===== config.mk =====
export PLATFORM = sky130hd
export DESIGN_NAME = fracn_fb_divider
export DESIGN_NICKNAME = d
export VERILOG_FILES = /design/src/rtl/fracn_pkg.sv /design/src/rtl/fracn_accum.sv /design/src/rtl/fracn_mash111.sv /design/src/rtl/fracn_div_counter.sv /design/src/rtl/fracn_fb_divider.sv
export SDC_FILE = /design/constraint.sdc
export NUM_CORES = 1
export LEC_CHECK = 0
export CORE_MARGIN = 5
export CORE_UTILIZATION = 33
export DETAILED_ROUTE_END_ITERATION = 12
export PLACE_DENSITY = 0.57
export SLEW_MARGIN = 0
export SYNTH_ARGS = -nofsm -noshare
export SYNTH_HDL_FRONTEND = slang
export SYNTH_HIERARCHICAL = 1
export SYNTH_SLANG_ARGS = --single-unit

===== constraint.sdc =====
create_clock -name clk -period 29 [get_ports clk]
set_input_delay 5.8 -clock clk [delete_from_list [all_inputs] [get_ports clk]]
set_output_delay 5.8 -clock clk [all_outputs]
set_load 0.01 [all_outputs]

===== src/rtl/fracn_pkg.sv =====
package fracn_pkg;
  localparam int OFF_W   = 4;
  localparam int MIN_MOD = 4;

  typedef enum logic {
    MODE_FIRST = 1'b0,
    MODE_MASH  = 1'b1
  } dsm_mode_e;
endpackage


===== src/rtl/fracn_accum.sv =====
// One wrapping accumulator stage: reports the carry and the new sum that the
// next step would store, and commits it on step.
module fracn_accum #(
  parameter int W = 24
) (
  input  logic         clk,
  input  logic         rst,
  input  logic         step,
  input  logic [W-1:0] addend,
  output logic [W-1:0] sum_nxt,
  output logic         carry
);
  logic [W-1:0] acc_q;
  logic [W:0]   wide_sum;

  always_comb begin
    wide_sum = {1'b0, acc_q} + {1'b0, addend};
    sum_nxt  = wide_sum[W-1:0];
    carry    = wide_sum[W];
  end

  always_ff @(posedge clk) begin
    if (rst)       acc_q <= '0;
    else if (step) acc_q <= sum_nxt;
  end
endmodule


===== src/rtl/fracn_mash111.sv =====
// Three cascaded accumulators with carry recombination. The first stage's
// carry alone is the first-order sequence.
module fracn_mash111
  import fracn_pkg::*;
#(
  parameter int W = 24
) (
  input  logic                    clk,
  input  logic                    rst,
  input  logic                    step,
  input  logic [W-1:0]            frac,
  output logic                    carry1,
  output logic signed [OFF_W-1:0] shaped
);
  logic [W-1:0] s1_nxt, s2_nxt, s3_nxt;
  logic         c2, c3;
  logic         c2_d, c3_d, c3_dd;

  fracn_accum #(.W(W)) u_st1 (
    .clk(clk), .rst(rst), .step(step), .addend(frac),
    .sum_nxt(s1_nxt), .carry(carry1)
  );
  fracn_accum #(.W(W)) u_st2 (
    .clk(clk), .rst(rst), .step(step), .addend(s1_nxt),
    .sum_nxt(s2_nxt), .carry(c2)
  );
  fracn_accum #(.W(W)) u_st3 (
    .clk(clk), .rst(rst), .step(step), .addend(s2_nxt),
    .sum_nxt(s3_nxt), .carry(c3)
  );

  // Difference-network history
  always_ff @(posedge clk) begin
    if (rst) begin
      c2_d  <= 1'b0;
      c3_d  <= 1'b0;
      c3_dd <= 1'b0;
    end else if (step) begin
      c2_d  <= c2;
      c3_d  <= c3;
      c3_dd <= c3_d;
    end
  end

  // y = c1 + (1 - z^-1) c2 + (1 - z^-1)^2 c3
  always_comb begin
    shaped = $signed({{(OFF_W-1){1'b0}}, carry1})
           + $signed({{(OFF_W-1){1'b0}}, c2})
           - $signed({{(OFF_W-1){1'b0}}, c2_d})
           + $signed({{(OFF_W-1){1'b0}}, c3})
           - $signed({{(OFF_W-2){1'b0}}, c3_d, 1'b0})
           + $signed({{(OFF_W-1){1'b0}}, c3_dd});
  end

  logic unused_tail;
  assign unused_tail = ^s3_nxt;
endmodule


===== src/rtl/fracn_div_counter.sv =====
// Down-counter: reloads with modulus-1 at terminal count; reset loads the
// full modulus so the first pulse lands M edges after reset.
module fracn_div_counter #(
  parameter int CNT_W = 9
) (
  input  logic             clk,
  input  logic             rst,
  input  logic [CNT_W-1:0] rst_val,
  input  logic [CNT_W-1:0] load_val,
  output logic             tc
);
  logic [CNT_W-1:0] cnt_q;

  assign tc = (cnt_q == '0);

  always_ff @(posedge clk) begin
    if (rst)     cnt_q <= rst_val;
    else if (tc) cnt_q <= load_val - CNT_W'(1);
    else         cnt_q <= cnt_q - CNT_W'(1);
  end
endmodule


===== src/rtl/fracn_fb_divider.sv =====
module fracn_fb_divider
  import fracn_pkg::*;
#(
  parameter int INT_W  = 8,
  parameter int FRAC_W = 24
) (
  input  logic                    clk,
  input  logic                    rst,
  input  logic [INT_W-1:0]        int_mod,
  input  logic [FRAC_W-1:0]       frac_word,
  input  logic                    mode_sel,
  output logic                    div_out,
  output logic signed [OFF_W-1:0] mod_offset
);
  localparam int CNT_W = INT_W + 1;
  localparam int SUM_W = INT_W + 2;

  dsm_mode_e               mode_in, mode_q;
  logic                    tc, step, carry1;
  logic signed [OFF_W-1:0] shaped, offset_sel, off_q;
  logic signed [SUM_W-1:0] mod_sum;
  logic [CNT_W-1:0]        mod_eff, mod_rst;

  assign mode_in = dsm_mode_e'(mode_sel);
  assign step    = tc & ~rst;

  fracn_mash111 #(.W(FRAC_W)) u_mod (
    .clk(clk), .rst(rst), .step(step), .frac(frac_word),
    .carry1(carry1), .shaped(shaped)
  );

  always_comb begin
    offset_sel = (mode_in == MODE_MASH) ? shaped
                                        : $signed({{(OFF_W-1){1'b0}}, carry1});
    mod_sum = $signed({2'b00, int_mod})
            + $signed({{(SUM_W-OFF_W){offset_sel[OFF_W-1]}}, offset_sel});
    if (mod_sum < $signed(SUM_W'(MIN_MOD))) mod_eff = CNT_W'(MIN_MOD);
    else                                    mod_eff = mod_sum[CNT_W-1:0];
    if (int_mod < INT_W'(MIN_MOD)) mod_rst = CNT_W'(MIN_MOD);
    else                           mod_rst = {1'b0, int_mod};
  end

  fracn_div_counter #(.CNT_W(CNT_W)) u_cnt (
    .clk(clk), .rst(rst), .rst_val(mod_rst), .load_val(mod_eff), .tc(tc)
  );

  always_ff @(posedge clk) begin
    if (rst) begin
      off_q  <= '0;
      mode_q <= mode_in;
    end else if (step) begin
      off_q  <= offset_sel;
      mode_q <= mode_in;
    end
  end

  assign div_out    = tc;
  assign mod_offset = off_q;
endmodule


==> impl_metrics.tcl <==
set metrics [dict create \
    cp.required_ns 29.22 \
    first_pass_iters 6 \
    crit_path_frequent_cell "ha_1" \
    clock.fmax_mhz 68.4 \
    cts_hold_buf 0 \
    drc 0 \
    initial_utilization 0.333 \
    numPortBuffers 39 \
    path_max_fanout 12 \
    dr.first_iter.drc_count 657 \
    tightest_slew_ns 0.942 \
    vias 7748 \
    cts_made_buffers 9 \
    h-tree-depth 3 \
    grt_pass1_wl_um 36600 \
    grt_pass1_vias 7294 \
    coreArea_um2 25900 \
    cts.sinks 88 \
    gp_congestion 0.872 \
    fin_skew_ns 0.0124 \
    met1_usage 0.217 \
    busiest_layer "met2" \
    stdcell_count 1413 \
    cap_viol_max_count 0 \
    crit_end "u_cnt/cnt_q[6]$_DFF_P_" \
    overflow 0 \
    diodes 0 \
    clockBufferDepth 2 \
    p_leak_nw 3.85 \
    cts.repair.resized 0 \
    track_usage 0.149 \
    synth_cells 1084 \
    rsz0062_at_grt "no" \
    slew_headroom 0.372 \
    r2r_start "u_mod/u_st1/acc_q[0]$_SDFFE_PP0P_" \
    drt-vias-per-instance 5.48 \
    num_io_pins 40 \
    postRouteAntennaNets 0 \
    place_hpwl_um 16500 \
    status "complete, no violations" \
    timing.rr.end "u_cnt/cnt_q[6]$_DFF_P_" \
    die_h_um 172 \
    drive_gt1_frac 0.0631 \
    ir_drop_uv 24.4 \
    crit_path_end_kind "flip-flop" \
    drv_slew 0 \
    grtUsageMet2 0.233 \
    cp-start-kind "input port" \
    syn_area_um2 8630 \
    setup_tns_ns 0 \
    yosysWarnings 6 \
    die_x_um 172 \
    ctsRootBufferMaster "clkbuf_16" \
    rrSetupSlack_ns 19.93 \
    cts_tree "built" \
    clock_latency_ns 0.36 \
    critical-path-slowest-cell "or4b_4" \
    path_clk_slew_ns 0.07 \
    power_density_nw_per_um2 31.0 \
    slowest_delay_ns 0.56 \
    syn_avg_cell_area_um2 7.97 \
    postSynthNetCount 1207 \
    setup_viol 0 \
    crit_start "frac_word[0]" \
    routed_wl_um 22000 \
    worst-setup-path-type "input port to flip-flop" \
    post-cts-setup-buffer-count 0 \
    r2r_cells 36 \
    areaGrowthSynthToFinish_pct 9.65 \
    grt_util_met3 0.0230 \
    dp.cells 1397 \
    grt_max_degree 96 \
    min_period_ns 14.61 \
    fin_nets 1196 \
    hold_viol_final 0 \
    min_path_type "flip-flop to flip-flop" \
    n_fill_cell 2684 \
    antenna_found_initial 0 \
    wl_per_cell_um 15.6 \
    finalCritPeriodShare 0.504 \
    crit_arrival_ns 14.83 \
    die_area_um2 29500 \
    fp-row-count 59 \
]
## critical path: cells and delay by family
kind / cells / cell delay (ns)
buffers and inverters: 2 / 0.45
AND/OR/NAND/NOR: 8 / 2.23
XOR/XNOR: 4 / 0.60
AO/OA/AOI/OAI: 15 / 3.16
adder cells (fa/ha/maj): 8 / 2.59
## where the power goes
part,switching [W],internal [W],leakage (nW),total [W]
Clock,0.0000589,0.0000608,0.139,0.000120
Combinational,0.0000299,0.0000189,3.00,0.0000488
Sequential,0.00000196,0.000123,0.712,0.000125
Total,0.0000907,0.000202,3.85,0.000293
## stage by stage
| stage | total power, W | setup slack (ns) | hold WS (ns) | utilization | instance area, um^2 |
|---|---|---|---|---|---|
| global placement | 0.000176 | 14.27 | 0.451 | 0.354 | 9170 |
| floorplan | 0.000162 | 15.59 | 0.429 | - | 8630 |
| detailed placement | 0.000176 | 14.12 | 0.464 | 0.354 | 9170 |
| global route | 0.000308 | 13.68 | 0.504 | 0.365 | 9470 |
| finish | 0.000293 | 14.39 | 0.480 | 0.365 | 9470 |
| CTS | 0.000298 | 14.47 | 0.479 | 0.365 | 9470 |
## cell type report
| type | instances | area (um^2) | share of cell area |
|---|---|---|---|
| Clock buffer | 9 | 225 | 0.0238 |
| Clock inverter | 7 | 71.3 | 0.00753 |
| Inverter | 45 | 169 | 0.0178 |
| Multi-Input combinational cell | 887 | 6410 | 0.677 |
| Sequential cell | 88 | 1760 | 0.186 |
| Tap cell | 335 | 419 | 0.0443 |
| Timing Repair Buffer | 42 | 410 | 0.0433 |
## sequential cells by signal, indices dropped and copies added, names as in the netlist
name and count:
u_mod/u_st1/acc_q 24, u_mod/u_st2/acc_q 24, u_mod/u_st3/acc_q 24, u_cnt/cnt_q 9
mod_offset 4, u_mod/c2_d 1, u_mod/c3_d 1, u_mod/c3_dd 1
## cells in the final DEF (no fill, tap or decap), drive strengths merged, types with 9 or more instances in the layout
master         instances
nand3                 37
dfxtp                 88
a21o                  36
a21oi                103
nand4                 24
a31oi                 12
nand2b                 9
ha                    82
nand3b                12
nor2                  81
inv                   49
clkdlybuf4s50         38
nor3                  28
a211oi                 9
o21bai                12
mux2i                 33
nand2                 93
clkbuf                 9
xor2                  22
xnor2                 42
o21ai                 45
nor3b                 53
a21boi                 9
o211ai                13
a311o                 12
## how the worst min path moves through the flow
stage                                       start                                 end  slack, ns  cells after the start
6_report       u_mod/u_st1/acc_q[23]$_SDFFE_PP0P_  u_mod/u_st1/acc_q[23]$_SDFFE_PP0P_       0.48                      2
5_1_grt        u_mod/u_st1/acc_q[23]$_SDFFE_PP0P_  u_mod/u_st1/acc_q[23]$_SDFFE_PP0P_       0.50                      2
4_1_cts        u_mod/u_st2/acc_q[23]$_SDFFE_PP0P_  u_mod/u_st2/acc_q[23]$_SDFFE_PP0P_       0.48                      2
3_5_place_dp   u_mod/u_st2/acc_q[23]$_SDFFE_PP0P_  u_mod/u_st2/acc_q[23]$_SDFFE_PP0P_       0.46                      2
3_3_place_gp   u_mod/u_st1/acc_q[23]$_SDFFE_PP0P_  u_mod/u_st1/acc_q[23]$_SDFFE_PP0P_       0.45                      2
2_1_floorplan  u_mod/u_st1/acc_q[23]$_SDFFE_PP0P_  u_mod/u_st1/acc_q[23]$_SDFFE_PP0P_       0.43                      2
## routing by layer
layer	part of all wire	wire, um
met1	0.51	11100
met2	0.44	9710
met3	0.042	926
met4	0.011	243
met5	0	0
No activity file was read; power rests on OpenSTA's default activity.
